`src/rtl/cps_pkg.sv`:
```
package cps_pkg;

  typedef enum logic [2:0] {
    RATE_128K  = 3'd0,
    RATE_1M536 = 3'd1,
    RATE_1M544 = 3'd2,
    RATE_2M048 = 3'd3,
    RATE_2M560 = 3'd4,
    RATE_NONE  = 3'd7
  } rate_e;

  localparam int NUM_RATES = 5;
  localparam int MAX_LEN   = 20;

  // Nominal edges per sync frame, ordered by rate code.
  function automatic int rate_nominal(int i);
    case (i)
      0:       return 16;
      1:       return 192;
      2:       return 193;
      3:       return 256;
      default: return 320;
    endcase
  endfunction

  // Lower window bound; overlapping neighbours split at their midpoint.
  function automatic int rate_lo(int i, int tol);
    int p, c;
    c = rate_nominal(i);
    if (i == 0) return c - tol;
    p = rate_nominal(i - 1);
    if (p + tol >= c - tol) return (p + c) / 2 + 1;
    return c - tol;
  endfunction

  function automatic int rate_hi(int i, int tol);
    int c, n;
    c = rate_nominal(i);
    if (i == NUM_RATES - 1) return c + tol;
    n = rate_nominal(i + 1);
    if (c + tol >= n - tol) return (c + n) / 2;
    return c + tol;
  endfunction

  // Edges per tick interval; last marks the final interval of a frame.
  function automatic int interval_len(rate_e r, logic last);
    case (r)
      RATE_128K:  return 1;
      RATE_1M536: return 12;
      RATE_1M544: return last ? 13 : 12;
      RATE_2M048: return 16;
      RATE_2M560: return 20;
      default:    return 1;
    endcase
  endfunction

endpackage

```
`src/rtl/cps_sync_edge.sv`:
```
module cps_sync_edge #(
  parameter int STAGES = 2
) (
  input  logic clk,
  input  logic rst_n,
  input  logic d_i,
  output logic rise_o
);

  logic [STAGES:0] sh_q, sh_d;

  always_comb begin
    sh_d = {sh_q[STAGES-1:0], d_i};
  end

  always_ff @(posedge clk or negedge rst_n) begin
    if (!rst_n) sh_q <= '0;
    else        sh_q <= sh_d;
  end

  assign rise_o = sh_q[STAGES-1] & ~sh_q[STAGES];


  rise_single_chk: assert property (@(posedge clk) disable iff (!rst_n)
    rise_o |=> !rise_o);

endmodule

```
`src/rtl/cps_rate_classifier.sv`:
```
module cps_rate_classifier
  import cps_pkg::*;
#(
  parameter int CNT_W = 10,
  parameter int TOL   = 2
) (
  input  logic  clk,
  input  logic  rst_n,
  input  logic  cc_rise_i,
  input  logic  ms_rise_i,
  output logic  locked_o,
  output rate_e rate_o
);

  localparam logic [CNT_W-1:0] CNT_MAX = '1;

  logic [CNT_W-1:0]     cnt_q, cnt_d;
  logic                 armed_q, armed_d;
  logic                 pvld_q, pvld_d;
  rate_e                prev_q, prev_d;
  logic                 locked_q, locked_d;
  rate_e                rate_q, rate_d;
  logic [NUM_RATES-1:0] match;
  logic                 hit;
  rate_e                cls;

  for (genvar i = 0; i < NUM_RATES; i++) begin : g_win
    localparam int LO = rate_lo(i, TOL);
    localparam int HI = rate_hi(i, TOL);
    assign match[i] = (cnt_q >= CNT_W'(LO)) && (cnt_q <= CNT_W'(HI));
  end

  always_comb begin
    cls = RATE_NONE;
    for (int i = 0; i < NUM_RATES; i++)
      if (match[i]) cls = rate_e'(i);
  end

  assign hit = |match;

  always_comb begin
    cnt_d    = cnt_q;
    armed_d  = armed_q | ms_rise_i;
    pvld_d   = pvld_q;
    prev_d   = prev_q;
    locked_d = locked_q;
    rate_d   = rate_q;
    if (ms_rise_i) begin
      cnt_d = cc_rise_i ? CNT_W'(1) : '0;
      if (armed_q) begin
        if (hit) begin
          locked_d = pvld_q && (prev_q == cls);
          rate_d   = (pvld_q && (prev_q == cls)) ? cls : RATE_NONE;
          prev_d   = cls;
          pvld_d   = 1'b1;
        end else begin
          locked_d = 1'b0;
          rate_d   = RATE_NONE;
          pvld_d   = 1'b0;
        end
      end
    end else if (cc_rise_i && (cnt_q != CNT_MAX)) begin
      cnt_d = cnt_q + 1'b1;
    end
  end

  always_ff @(posedge clk or negedge rst_n) begin
    if (!rst_n) begin
      cnt_q    <= '0;
      armed_q  <= 1'b0;
      pvld_q   <= 1'b0;
      prev_q   <= RATE_NONE;
      locked_q <= 1'b0;
      rate_q   <= RATE_NONE;
    end else begin
      cnt_q    <= cnt_d;
      armed_q  <= armed_d;
      pvld_q   <= pvld_d;
      prev_q   <= prev_d;
      locked_q <= locked_d;
      rate_q   <= rate_d;
    end
  end

  assign locked_o = locked_q;
  assign rate_o   = rate_q;


  window_excl_chk: assert property (@(posedge clk) disable iff (!rst_n)
    $onehot0(match));

  lock_at_frame_chk: assert property (@(posedge clk) disable iff (!rst_n)
    $rose(locked_q) |-> $past(ms_rise_i));

  rate_hold_chk: assert property (@(posedge clk) disable iff (!rst_n)
    !ms_rise_i |=> $stable(rate_q));

  none_unlocked_chk: assert property (@(posedge clk) disable iff (!rst_n)
    !locked_q |-> (rate_q == RATE_NONE));

endmodule

```
`src/rtl/cps_tick_divider.sv`:
```
module cps_tick_divider
  import cps_pkg::*;
#(
  parameter int NTICK = 16
) (
  input  logic  clk,
  input  logic  rst_n,
  input  logic  cc_rise_i,
  input  logic  ms_rise_i,
  input  logic  locked_i,
  input  rate_e rate_i,
  output logic  tick_o
);

  localparam int EW = $clog2(MAX_LEN + 1);
  localparam int IW = $clog2(NTICK);

  logic [EW-1:0] e_q, e_d, e_base, len_m1;
  logic [IW-1:0] idx_q, idx_d, idx_base;
  logic          tick_q, tick_d;
  logic          last_iv;

  always_comb begin
    e_base   = ms_rise_i ? '0 : e_q;
    idx_base = ms_rise_i ? '0 : idx_q;
    last_iv  = (idx_base == IW'(NTICK - 1));
    len_m1   = EW'(interval_len(rate_i, last_iv) - 1);
    e_d      = e_base;
    idx_d    = idx_base;
    tick_d   = 1'b0;
    if (cc_rise_i && locked_i) begin
      if (e_base == len_m1) begin
        tick_d = 1'b1;
        e_d    = '0;
        idx_d  = last_iv ? '0 : idx_base + 1'b1;
      end else begin
        e_d = e_base + 1'b1;
      end
    end
  end

  always_ff @(posedge clk or negedge rst_n) begin
    if (!rst_n) begin
      e_q    <= '0;
      idx_q  <= '0;
      tick_q <= 1'b0;
    end else begin
      e_q    <= e_d;
      idx_q  <= idx_d;
      tick_q <= tick_d;
    end
  end

  assign tick_o = tick_q;


  tick_locked_chk: assert property (@(posedge clk) disable iff (!rst_n)
    tick_q |-> $past(locked_i));

  tick_edge_chk: assert property (@(posedge clk) disable iff (!rst_n)
    tick_q |-> $past(cc_rise_i));

  tick_pulse_chk: assert property (@(posedge clk) disable iff (!rst_n)
    tick_q |=> !tick_q || $past(cc_rise_i));

endmodule

```
`src/rtl/cclk_prescale_sel.sv`:
```
module cclk_prescale_sel
  import cps_pkg::*;
#(
  parameter int CNT_W       = 10,
  parameter int TOL         = 2,
  parameter int NTICK       = 16,
  parameter int SYNC_STAGES = 2
) (
  input  logic       clk,
  input  logic       rst_n,
  input  logic       cclk_i,
  input  logic       msync_i,
  output logic       tick_o,
  output logic [2:0] rate_o,
  output logic       locked_o
);

  logic [1:0] rst_sync_q;
  logic       rst_ni;
  logic       cc_rise, ms_rise;
  logic       locked;
  rate_e      rate;

  // Asynchronous assert, synchronous release.
  always_ff @(posedge clk or negedge rst_n) begin
    if (!rst_n) rst_sync_q <= 2'b00;
    else        rst_sync_q <= {rst_sync_q[0], 1'b1};
  end
  assign rst_ni = rst_sync_q[1];

  cps_sync_edge #(.STAGES(SYNC_STAGES)) u_cc_sync (
    .clk(clk), .rst_n(rst_ni), .d_i(cclk_i), .rise_o(cc_rise)
  );

  cps_sync_edge #(.STAGES(SYNC_STAGES)) u_ms_sync (
    .clk(clk), .rst_n(rst_ni), .d_i(msync_i), .rise_o(ms_rise)
  );

  cps_rate_classifier #(.CNT_W(CNT_W), .TOL(TOL)) u_class (
    .clk(clk), .rst_n(rst_ni), .cc_rise_i(cc_rise), .ms_rise_i(ms_rise),
    .locked_o(locked), .rate_o(rate)
  );

  cps_tick_divider #(.NTICK(NTICK)) u_div (
    .clk(clk), .rst_n(rst_ni), .cc_rise_i(cc_rise), .ms_rise_i(ms_rise),
    .locked_i(locked), .rate_i(rate), .tick_o(tick_o)
  );

  assign rate_o   = rate;
  assign locked_o = locked;

endmodule

```
`config.mk`:
```
export PLATFORM = sky130hd
export DESIGN_NAME = cclk_prescale_sel
export DESIGN_NICKNAME = d
export VERILOG_FILES = /design/src/rtl/cps_pkg.sv /design/src/rtl/cps_sync_edge.sv /design/src/rtl/cps_rate_classifier.sv /design/src/rtl/cps_tick_divider.sv /design/src/rtl/cclk_prescale_sel.sv
export SDC_FILE = /design/constraint.sdc
export NUM_CORES = 1
export LEC_CHECK = 0
export BUFFER_PORTS_ARGS = -buffer_cell sky130_fd_sc_hd__buf_2
export CAP_MARGIN = 10
export CELL_PAD_IN_SITES_DETAIL_PLACEMENT = 1
export CELL_PAD_IN_SITES_GLOBAL_PLACEMENT = 1
export CORE_ASPECT_RATIO = 1.4
export CORE_MARGIN = 10
export CORE_UTILIZATION = 25
export CTS_BUF_LIST = sky130_fd_sc_hd__clkbuf_16
export DETAILED_ROUTE_END_ITERATION = 16
export PLACE_DENSITY = 0.49
export SLEW_MARGIN = 20
export SYNTH_ARGS = -nofsm -noshare
export SYNTH_HDL_FRONTEND = slang
export SYNTH_SLANG_ARGS = --single-unit
export TNS_END_PERCENT = 30
```
`constraint.sdc`:
```
create_clock -name clk -period 1.5 [get_ports clk]
set_input_delay 0 -clock clk [delete_from_list [all_inputs] [get_ports clk]]
set_output_delay 0 -clock clk [all_outputs]
set_load 0.005 [all_outputs]
```
Yosys cells after proc, flatten, opt, wreduce, memory -nomap -nowiden
Index checks and enable logic that the tools add are counted.
{"block": "word_totals", "word_cells": 74, "inputBits": 4, "register_bits": 37, "output_inout_bits": 5}
{"block": "classes", "muxes": 23, "n_addsub": 4, "n_eq_ne": 8, "n_reduce_logical": 12, "n_lt_le_gt_ge": 10, "bitwise_logic": 5}
{"operator": "$ge 10x8->1 const B", "count": 3}
{"operator": "$mux 3", "count": 7}
{"operator": "$le 10x8->1 const B", "count": 2}
{"operator": "$le 10x9->1 const B", "count": 2}
{"operator": "$mux 10", "count": 2}
{"operator": "$pmux 5 s4", "count": 1}
{"operator": "$mux 4", "count": 4}
{"operator": "$mux 5", "count": 3}
{"operator": "$add 10x1->10 const B", "count": 1}
{"operator": "$ge 10x4->1 const B", "count": 1}
{"operator": "$ge 10x9->1 const B", "count": 1}
{"operator": "$le 10x5->1 const B", "count": 1}
{"operator": "$ne 10x10->1 const B", "count": 1}
{"operator": "$logic_and 1x1->1", "count": 8}
{"operator": "$eq 3x2->1 const B", "count": 2}
{"operator": "$mux 1", "count": 6}
{"operator": "$add 5x1->5 const B", "count": 1}
{"operator": "$eq 5x5->1", "count": 1}
{"operator": "$reduce_or 5->1", "count": 1}
{"operator": "$sub 5x2->5 const B", "count": 1}
{"operator": "$add 4x1->4 const B", "count": 1}
{"operator": "$eq 4x4->1 const B", "count": 1}
{"operator": "$eq 3x1->1 const B", "count": 1}
{"operator": "$eq 3x3->1", "count": 1}
{"operator": "7 further kinds", "count": 9}

Logic depth before layout (Yosys ltp)
Gate-level depths: netlist (run 1).
{"block": "logic_depth", "depth_word": 11, "mapped_depth": 13, "ltp_nobuf": 12}

Cells and area by module
A second synthesis (run 1) with hierarchy kept.
{"block": "hier_totals", "cells_unflattened": 218, "hier_area_um2": 2244.7}
{"mod": "cps_rate_classifier", "instances": 1, "cells_each": 131, "area_per_inst_um2": 1236.2, "seq_area_each_um2": 483.0}
{"mod": "cps_tick_divider", "instances": 1, "cells_each": 76, "area_per_inst_um2": 777.0, "seq_area_each_um2": 250.2}
{"mod": "cps_sync_edge", "instances": 2, "cells_each": 4, "area_per_inst_um2": 88.8, "seq_area_each_um2": 75.1}
{"mod": "cclk_prescale_sel", "instances": 1, "cells_each": 3, "area_per_inst_um2": 53.8, "seq_area_each_um2": 50.0}

Worst setup path before layout (run 1)
OpenSTA, ideal clock, no wires.
{"block": "synth_path", "kind": "reg2reg", "from": "register u_ms_sync.sh_q[2]", "to": "register u_div.idx_q[1]", "path_stages_with_launch": 12, "setup_time_ns": 0.127, "slack_ns": -1.465, "arrival_ns": 2.837, "path_buffers": 1, "required_ns": 1.373, "period_less_slack_ns": 2.965, "path_cell_list": "dfrtp_1 nand2b_1 clkbuf_1 and2_1 ha_1 a41o_1 a21oi_1 ha_1 xnor3_1 a32oi_1 nor2_1 mux2_1"}
{"block": "synth_between", "elab_chain_cells": 10, "word_cells_on_any_way": 13, "cone_classes": "2 x add/sub; 2 x eq/ne; 7 x mux; 2 x bitwise"}
{"element": "start, declared", "line_no": "cps_sync_edge.sv:10", "rtl": "logic [STAGES:0] sh_q, sh_d;"}
{"element": "start signal, assigned", "line_no": "cps_sync_edge.sv:17", "rtl": "if (!rst_n) sh_q <= '0;"}
{"element": "start signal, assigned", "line_no": "cps_sync_edge.sv:18", "rtl": "else sh_q <= sh_d;"}
{"element": "$not 1->1 *", "line_no": "cps_sync_edge.sv:21", "rtl": "assign rise_o = sh_q[STAGES-1] & ~sh_q[STAGES];"}
{"element": "$and 1x1->1 *", "line_no": "cps_sync_edge.sv:21"}
{"element": "$mux 4", "line_no": "cps_tick_divider.sv:25", "rtl": "idx_base = ms_rise_i ? '0 : idx_q;"}
{"element": "$eq 4x4->1", "line_no": "cps_tick_divider.sv:26", "rtl": "last_iv = (idx_base == IW'(NTICK - 1));"}
{"element": "$mux 1", "line_no": "cps_pkg.sv:50", "rtl": "RATE_1M544: return last ? 13 : 12;"}
{"element": "$pmux 5 s4", "line_no": "cps_pkg.sv:47", "rtl": "case (r)"}
{"element": "$sub 5x2->5", "line_no": "cps_tick_divider.sv:27", "rtl": "len_m1 = EW'(interval_len(rate_i, last_iv) - 1);"}
{"element": "$eq 5x5->1", "line_no": "cps_tick_divider.sv:32", "rtl": "if (e_base == len_m1) begin"}
{"element": "$mux 4", "line_no": "cps_tick_divider.sv:32"}
{"element": "$mux 4 *", "line_no": "cps_tick_divider.sv:31", "rtl": "if (cc_rise_i && locked_i) begin"}
{"element": "net u_div.idx_d[1]", "line_no": "cps_tick_divider.sv:19", "rtl": "logic [IW-1:0] idx_q, idx_d, idx_base;"}
{"element": "end signal, assigned", "line_no": "cps_tick_divider.sv:49", "rtl": "idx_q <= idx_d;"}
{"element": "end, declared", "line_no": "cps_tick_divider.sv:19"}
The timed path passes the listed nets; every way through them passes the cells marked *.
A chain may end at the register's enable or synchronous reset.

Worst setup path after layout (run 1)
{"block": "layout_path", "from": "register u_class.cnt_q[3]", "to": "register u_class.locked_q, in the netlist u_class.locked_o"}
{"block": "layout_between", "elab_chain_cells": 10, "word_cells_on_any_way": 24, "cone_classes": "10 x order compare; 1 x eq/ne; 6 x mux; 7 x reduce/logical"}
{"element": "start, declared", "line_no": "cps_rate_classifier.sv:17", "rtl": "logic [CNT_W-1:0] cnt_q, cnt_d;"}
{"element": "start signal, assigned", "line_no": "cps_rate_classifier.sv:76", "rtl": "cnt_q <= cnt_d;"}
{"element": "$ge 10x4->1 / $le 10x5->1 (equally long branches)", "line_no": "cps_rate_classifier.sv:30", "rtl": "assign match[i] = (cnt_q >= CNT_W'(LO)) && (cnt_q <= CNT_W'(HI));"}
{"element": "$logic_and 1x1->1", "line_no": "cps_rate_classifier.sv:30"}
{"element": "$mux 3 (5 in series)", "line_no": "cps_rate_classifier.sv:36", "rtl": "if (match[i]) cls = rate_e'(i);"}
{"element": "$eq 3x3->1", "line_no": "cps_rate_classifier.sv:52", "rtl": "locked_d = pvld_q && (prev_q == cls);"}
{"element": "$logic_and 1x1->1", "line_no": "cps_rate_classifier.sv:52"}
{"element": "$mux 1 *", "line_no": "cps_rate_classifier.sv:51", "rtl": "if (hit) begin"}
{"element": "end signal, assigned", "line_no": "cps_rate_classifier.sv:80", "rtl": "locked_q <= locked_d;"}
{"element": "end, declared", "line_no": "cps_rate_classifier.sv:21", "rtl": "logic locked_q, locked_d;"}
Mark *: on every way between the ends. The rest lies on a longest branch, timed or not.

==> results of run 1 <==
[path summary, 6_finish.rpt]
kind | startpoint | endpoint | slack, ns | depth (start not counted)
worst max register to register | u_class.cnt_q[3] | u_class.locked_o | -0.93 | 6
worst max-delay path | u_class.cnt_q[3] | u_class.locked_o | -0.93 | 6
worst min register to register | rst_sync_q[1] | u_ms_sync.sh_q[2] | 0.30 | 1
min in group clk | u_cc_sync.sh_q[0] | u_cc_sync.sh_q[1] | 0.35 | 0
max in group asynchronous | rst_sync_q[1] | u_class.rate_o[2] | 0.83 | 1
worst min-delay path | rst_n | rst_sync_q[0] | 0.03 | 2
[cell usage after synthesis, drive strengths merged, types with 6 or more instances]
cell	number	area share [%]
a21oi	9	2.4
dfrtp	31	36
dfstp	6	7.2
ha	7	4.0
inv	7	1.2
nand2	15	2.6
nand4	6	2.0
nor2	27	4.7
nor3	6	1.6
o21ai	7	1.8
xnor2	9	3.6
xor2	7	2.8
[power by group through the flow]
stage	registers, mW	clock network [mW]	logic (mW)
6_report	1.04	1.19	0.321
5_1_grt	1.05	1.28	0.350
4_1_cts	1.04	1.23	0.318
3_5_place_dp	1.06	0	0.275
3_3_place_gp	1.06	0	0.269
2_1_floorplan	1.08	0	0.104
[worst reg2reg max path, stage by stage (launching register included)]
cell       delay [ns]
dfrtp_1          0.41
or4_4            0.60
a2111oi_4        0.37
o21ai_2          0.12
a21o_1           0.22
a2111oi_4        0.42
a32o_1           0.23
[sequential cells by signal, indices dropped and copies added (netlist names)]
register and flops:
u_class.cnt_q 10, u_div.e_q 5, u_div.idx_q 4, u_cc_sync.sh_q 3
u_class.prev_q 3, u_class.rate_o 3, u_ms_sync.sh_q 3, rst_sync_q 2
u_class.armed_q 1, u_class.locked_o 1, u_class.pvld_q 1, u_div.tick_o 1
[cell type report]
cell class              count  area share, %
repair buffers             92           20.5
well taps                 105           3.95
clock inverters             3           1.13
inverters                   7          0.791
flip-flops and latches     37           28.1
clock buffers               5           3.77
multi-input cells         168           41.7
[stage by stage]
stage / area [sq um] / setup slack [ns]
after floorplan: 2230 / -1.06
after global placement: 2910 / -0.973
after detailed placement: 2910 / -1.00
after CTS: 3230 / -0.924
after global routing: 3320 / -1.03
final: 3320 / -0.934
[logic make-up (layout without fill, tap and decap cells)]
group / after synthesis / after routing / share of synthesized area [%]
flops: 37 / 37 / 42.9
mux: 2 / 2 / 0.978
simple gates: 95 / 95 / 23.9
buf+inv: 15 / 107 / 3.11
compound gates: 46 / 46 / 17.4
fa+ha+maj: 7 / 7 / 4.03
xor+xnor: 17 / 17 / 7.48
other cells: 1 / 1 / 0.172
[per-layer routing]
| metal | GRT usage [%] | share of wire (%) | vias to the layer above |
|---|---|---|---|
| li1 | - | - | 975 |
| met3 | 2.28 | 2.2 | 8 |
| met2 | 19.5 | 55 | 12 |
| met5 | 0 | 0 | - |
| met1 | 11.4 | 41 | 973 |
| met4 | 4.14 | 1.5 | 0 |
[what timing repair did]
item                                    CTS  global route
pin swaps                                14             3
hold buffers                              3             0
buffers inserted                          2             5
gates resized for setup                  24            12
endpoints found under the hold margin     4             0
endpoints found under the setup margin   28            28
==> flow_summary_export.csv, run 1 <==
group,metric,value,unit
run_status,status,"finished, violations left",
run_status,violations,"setup timing",
sta,timing.hold.ws,0.0270,ns
floorplanning,core-area,0.00856,sq mm
sta,worst_pin_slew,0.495,ns
finish,fillers,983,
critical_path,crit_family,"compound AO/OA/AOI/OAI gates",
flow_run,drv_cap,0,
synth,ys_seq_area_share,42.9,%
critical_path,path_buf_inv,0,
sta,rsz0062_at_grt,"true",
place,place_hpwl,4930,um
floorplanning,ios,9,
synth,netlist_area,0.00217,sq mm
clocking,clk_latency,0.28,ns
critical_path,cp.arrival,2.65,ns
hold_path,hold_path.class,"in -> async",
finish,register_area,935,sq um
synth,synth-edff-count,0,
power,switching_power,603,uW
finish,fin_util,38.8,%
synth,ys_async_sr_fraction,100,%
critical_path,path_common_cell,"a2111oi_4",
synth,ys.flop_type,"dfrtp_1",
detailed_routing,remaining_drc_errors,0,
critical_path,slowest_delay,0.60,ns
finish,nNetsFinal,322,
power,vdd_drop_max,0.421,mV
finish,diodes,0,
global_route,antenna_found_initial,0,
synth,yosys_warnings,0,
global_route,grt_pass1_vias,2213,
finish,multi_input_area,0.00139,sq mm
power,switching_share,23.6,%
floorplanning,die-area,0.0129,sq mm
synth,syn_nets,231,
global_route,grt_usage,10.6,%
place,port_buffers,8,
critical_path,critPathSlowestCell,"or4_4",
synth,synthDistinctLibCells,61,
detailed_routing,viasPerCell,4.72,
finish,syn2layout_area_growth,52.8,%
global_route,grt_max_degree,36,
floorplanning,die_height,130,um
sta,maxSlewHeadroom,66.7,%
sta,fin_crit_sh,162,%
clocking,cts_tree,"yes",
power,p_int,1.95,mW
critical_path,crit_chain,"or4_4, a2111oi_4, o21ai_2, a21o_1, a2111oi_4, a32o_1",
finish,layout-drive-gt1-share,47.1,%
synth,syn_inst,220,
sta,skew,0.00252,ns
sta,final_max_slew_viol_count,0,
clocking,clockBufferDepth,2,
global_route,grt_overflow,0,
synth,synth-seq-cells,37,
place,placed_cells,399,
critical_path,end_kind,"flip-flop",
detailed_routing,detail_route.first_pass.iterations,3,
sta,max_freq,0.411,GHz
detailed_routing,dr_total_vias,1968,
clocking,clkSinkCount,37,
floorplanning,start_util,25.4,%
power,p_seq_share,40.8,%
clocking,clockRootBuffer,"clkbuf_16",
sta,setup_tns,-15.89,ns
clocking,htreeDepth,2,
power,clock_power_share,46.6,%
place,gp_congestion,0.764,
detailed_routing,drt_iter0_drc,69,
floorplanning,rows,40,
floorplanning,die_width,98.8,um
detailed_routing,wl_per_cell,15.5,um
critical_path,cp-start-kind,"flip-flop",
detailed_routing,ant_nets,0,
finish,final_cell_mix,"buf_4 (80), dfrtp_1 (30), nor2_1 (21), nand2_1 (14)",
power,p_comb_share,12.6,%
global_route,grt_pass1_wl,11000,um
sta,hold_violations,0,
finish,fin_cells,417,
detailed_routing,drt-total-wl,6470,um
power,p_leak,1.44,nW
clocking,numCtsBuffers,5,
critical_path,worst-path-max-fanout,4,
sta,timing.final.ws_setup,-0.934,ns
sta,setup_viol,28,
power,power_density,770,mW/mm^2
synth,syn_avg_cell_area,9.88,sq um
sta,period_needed,2.43,ns
finish,layout_commonest_cell,"buf_4",
clocking,clkSlewWorstSetupHoldPaths,0.06,ns
power,fin_total_pwr,2.56,mW
critical_path,critPathRequiredTime,1.72,ns
critical_path,path_class,"reg -> reg",
(Power assumes the default switching activity.)
==> run 2, diff against run 1 <==
- ABC_AREA: not set -> 1
- PLACE_DENSITY: 0.49 -> 0.51
- clock period: 1.5 -> 2.5 ns (I/O delays scaled with it)
==> flow_summary_export.csv, run 2 <==
group,metric,value,unit
detailed_routing,dr_total_vias,1876,
clocking,clockBufferDepth,2,
finish,layout-drive-gt1-share,25.6,%
finish,multi_input_area,0.00111,sq mm
power,power_density,576,mW/mm^2
floorplanning,die-area,0.0127,sq mm
sta,hold_violations,0,
floorplanning,die_width,98.2,um
finish,diodes,0,
synth,synth-edff-count,0,
power,vdd_drop_max,0.347,mV
sta,final_max_slew_viol_count,0,
clocking,clk_latency,0.29,ns
sta,skew,0.00520,ns
global_route,grt_usage,9.51,%
critical_path,cp.arrival,2.81,ns
finish,largest_registers,"u_class.cnt_q (10), u_div.e_q (5), u_div.idx_q (4)",
sta,setup_viol,4,
sta,period_needed,2.59,ns
power,fin_total_pwr,1.57,mW
sta,fin_crit_sh,103,%
clocking,clockRootBuffer,"clkbuf_16",
global_route,grt_pass1_wl,9630,um
detailed_routing,remaining_drc_errors,0,
sta,rsz0062_at_grt,"true",
clocking,numCtsBuffers,5,
finish,largest_register,"u_class.cnt_q",
global_route,grt_max_degree,36,
critical_path,worst-path-max-fanout,6,
clocking,cts_tree,"yes",
detailed_routing,ant_nets,0,
flow_run,drv_cap,0,
synth,syn_inst,276,
clocking,htreeDepth,2,
detailed_routing,viasPerCell,4.56,
synth,yosys_warnings,0,
run_status,violations,"setup timing",
critical_path,cp-start-kind,"flip-flop",
finish,final_cell_mix,"nand2_1 (66), inv_1 (31), dfrtp_1 (31), nor2_1 (28)",
finish,nNetsFinal,319,
finish,register_area,933,sq um
critical_path,path_class,"reg -> reg",
run_status,status,"finished, violations left",
sta,max_freq,0.387,GHz
finish,syn2layout_area_growth,27.1,%
global_route,grt_pass1_vias,1981,
floorplanning,die_height,129,um
synth,synth.most_common_cell,"nand2_1",
finish,fillers,983,
synth,ys_seq_area_share,43.6,%
synth,yosys.area.top_type_share,36.3,%
place,place_hpwl,4270,um
floorplanning,rows,39,
place,placed_area,0.00239,sq mm
place,gp_congestion,0.764,
synth,ys_top_cells_by_count,"nand2_1 (69), inv_1 (33), dfrtp_1 (31)",
detailed_routing,drt-total-wl,5850,um
power,p_leak,1.36,nW
floorplanning,core-area,0.00825,sq mm
finish,largest_reg_flops,10,
finish,layout_commonest_cell,"nand2_1",
clocking,clkSinkCount,37,
detailed_routing,wl_per_cell,14.2,um
synth,synthTopCellsByArea,"dfrtp_1 (36%), nand2_1 (12%), dfstp_2 (7.4%), inv_1 (5.8%), nor2_1 (5.3%)",
synth,synth_top_area_cell,"dfrtp_1",
hold_path,hold_path.class,"in -> async",
global_route,grt_overflow,0,
synth,syn_nets,287,
synth,netlist_area,0.00214,sq mm
global_route,antenna_found_initial,0,
detailed_routing,detail_route.first_pass.iterations,4,
floorplanning,ios,9,
place,port_buffers,8,
clocking,clkSlewWorstSetupHoldPaths,0.06,ns
finish,final_area,0.00272,sq mm
sta,timing.final.ws_setup,-0.0865,ns
synth,syn_avg_cell_area,7.75,sq um
synth,synth-seq-cells,37,
floorplanning,start_util,25.9,%
critical_path,end_kind,"flip-flop",
synth,synthDistinctLibCells,36,
synth,ys_async_sr_fraction,100,%
finish,fin_util,33.0,%
synth,ys.flop_type,"dfrtp_1",
detailed_routing,drt_iter0_drc,43,
critical_path,critPathRequiredTime,2.72,ns
## run 2: timing repair
item / 4_1_cts / 5_1_grt
hold buffers: 3 / 0
gates resized for setup: 5 / 8
endpoints found under the hold margin: 4 / 0
cloned: 1 / 0
setup buffers: 4 / 5
setup endpoints to repair: 4 / 9
pin swaps: 3 / 10
## run 2: kinds of logic (layout without fill, tap and decap cells)
| logic type | count (synthesis) | in the layout | share of synthesized area [%] |
|---|---|---|---|
| compound gates | 40 | 40 | 10.8 |
| xor+xnor | 7 | 7 | 3.22 |
| fa+ha+maj | 7 | 7 | 4.09 |
| buf+inv | 41 | 74 | 7.54 |
| flops | 37 | 37 | 43.6 |
| other cells | 1 | 1 | 0.175 |
| simple gates | 143 | 143 | 30.5 |
## run 2: final cells by class
type	count	share of cell area [%]
Multi-Input combinational cell	198	40.8
Sequential cell	37	34.3
Timing Repair Buffer	28	7.87
Inverter	38	5.34
Tap cell	102	4.69
Clock buffer	5	4.60
Clock inverter	3	2.39
## run 2: worst paths after layout
| kind | to | from | cells past startpoint | slack, ns |
|---|---|---|---|---|
| worst max-delay path | u_div.idx_q[2] | u_ms_sync.sh_q[1] | 17 | -0.09 |
| worst min-delay path | rst_sync_q[0] | rst_n | 2 | 0.03 |
| worst max register to register | u_div.idx_q[2] | u_ms_sync.sh_q[1] | 17 | -0.09 |
| worst min register to register | u_class.cnt_q[4] | rst_sync_q[1] | 1 | 0.28 |
| max in group asynchronous | u_class.prev_q[1] | rst_sync_q[1] | 1 | 1.83 |
| min in group clk | u_cc_sync.sh_q[1] | u_cc_sync.sh_q[0] | 0 | 0.35 |
## run 2: where the power goes
group	leakage [nW]	internal, mW	switching, mW
logic	0.794	0.0309	0.0624
registers	0.470	0.616	0.0215
clock network	0.0938	0.570	0.266
## run 2: through the flow
stage / worst slack [ns] / hold slack [ns] / TNS, ns / cells
after floorplan: 0.0289 / -0.296 / 0 / 276
final: -0.0865 / 0.0283 / -0.182 / 411
after global routing: -0.262 / 0.0269 / -1.41 / 411
after global placement: 0.0519 / -0.214 / 0 / 391
after detailed placement: -0.0548 / -0.214 / -0.120 / 391
after CTS: 0.000224 / 0.0141 / 0 / 407
## run 2: worst max-delay path, cell delays in order, from the launching register on
cell     delay (ns)
dfrtp_1        0.41
nand2_4        0.11
nand2_2        0.07
inv_2          0.08
ha_4           0.15
nand2_4        0.05
nor3_4         0.12
o21ai_2        0.09
ha_1           0.31
xor2_1         0.15
nor3_2         0.20
nand3_2        0.13
nor3_4         0.28
buf_12         0.15
nand2_1        0.05
nand2_1        0.07
nand2_1        0.05
inv_1          0.05
## run 2: per-layer routing
layer | up-vias | global-route usage (%) | share of wire [%]
met1 | 917 | 9.75 | 41
met5 | - | 0 | 0
met3 | 6 | 2.18 | 2.7
li1 | 939 | - | -
met4 | 0 | 4.56 | 1.9
met2 | 14 | 17.8 | 54
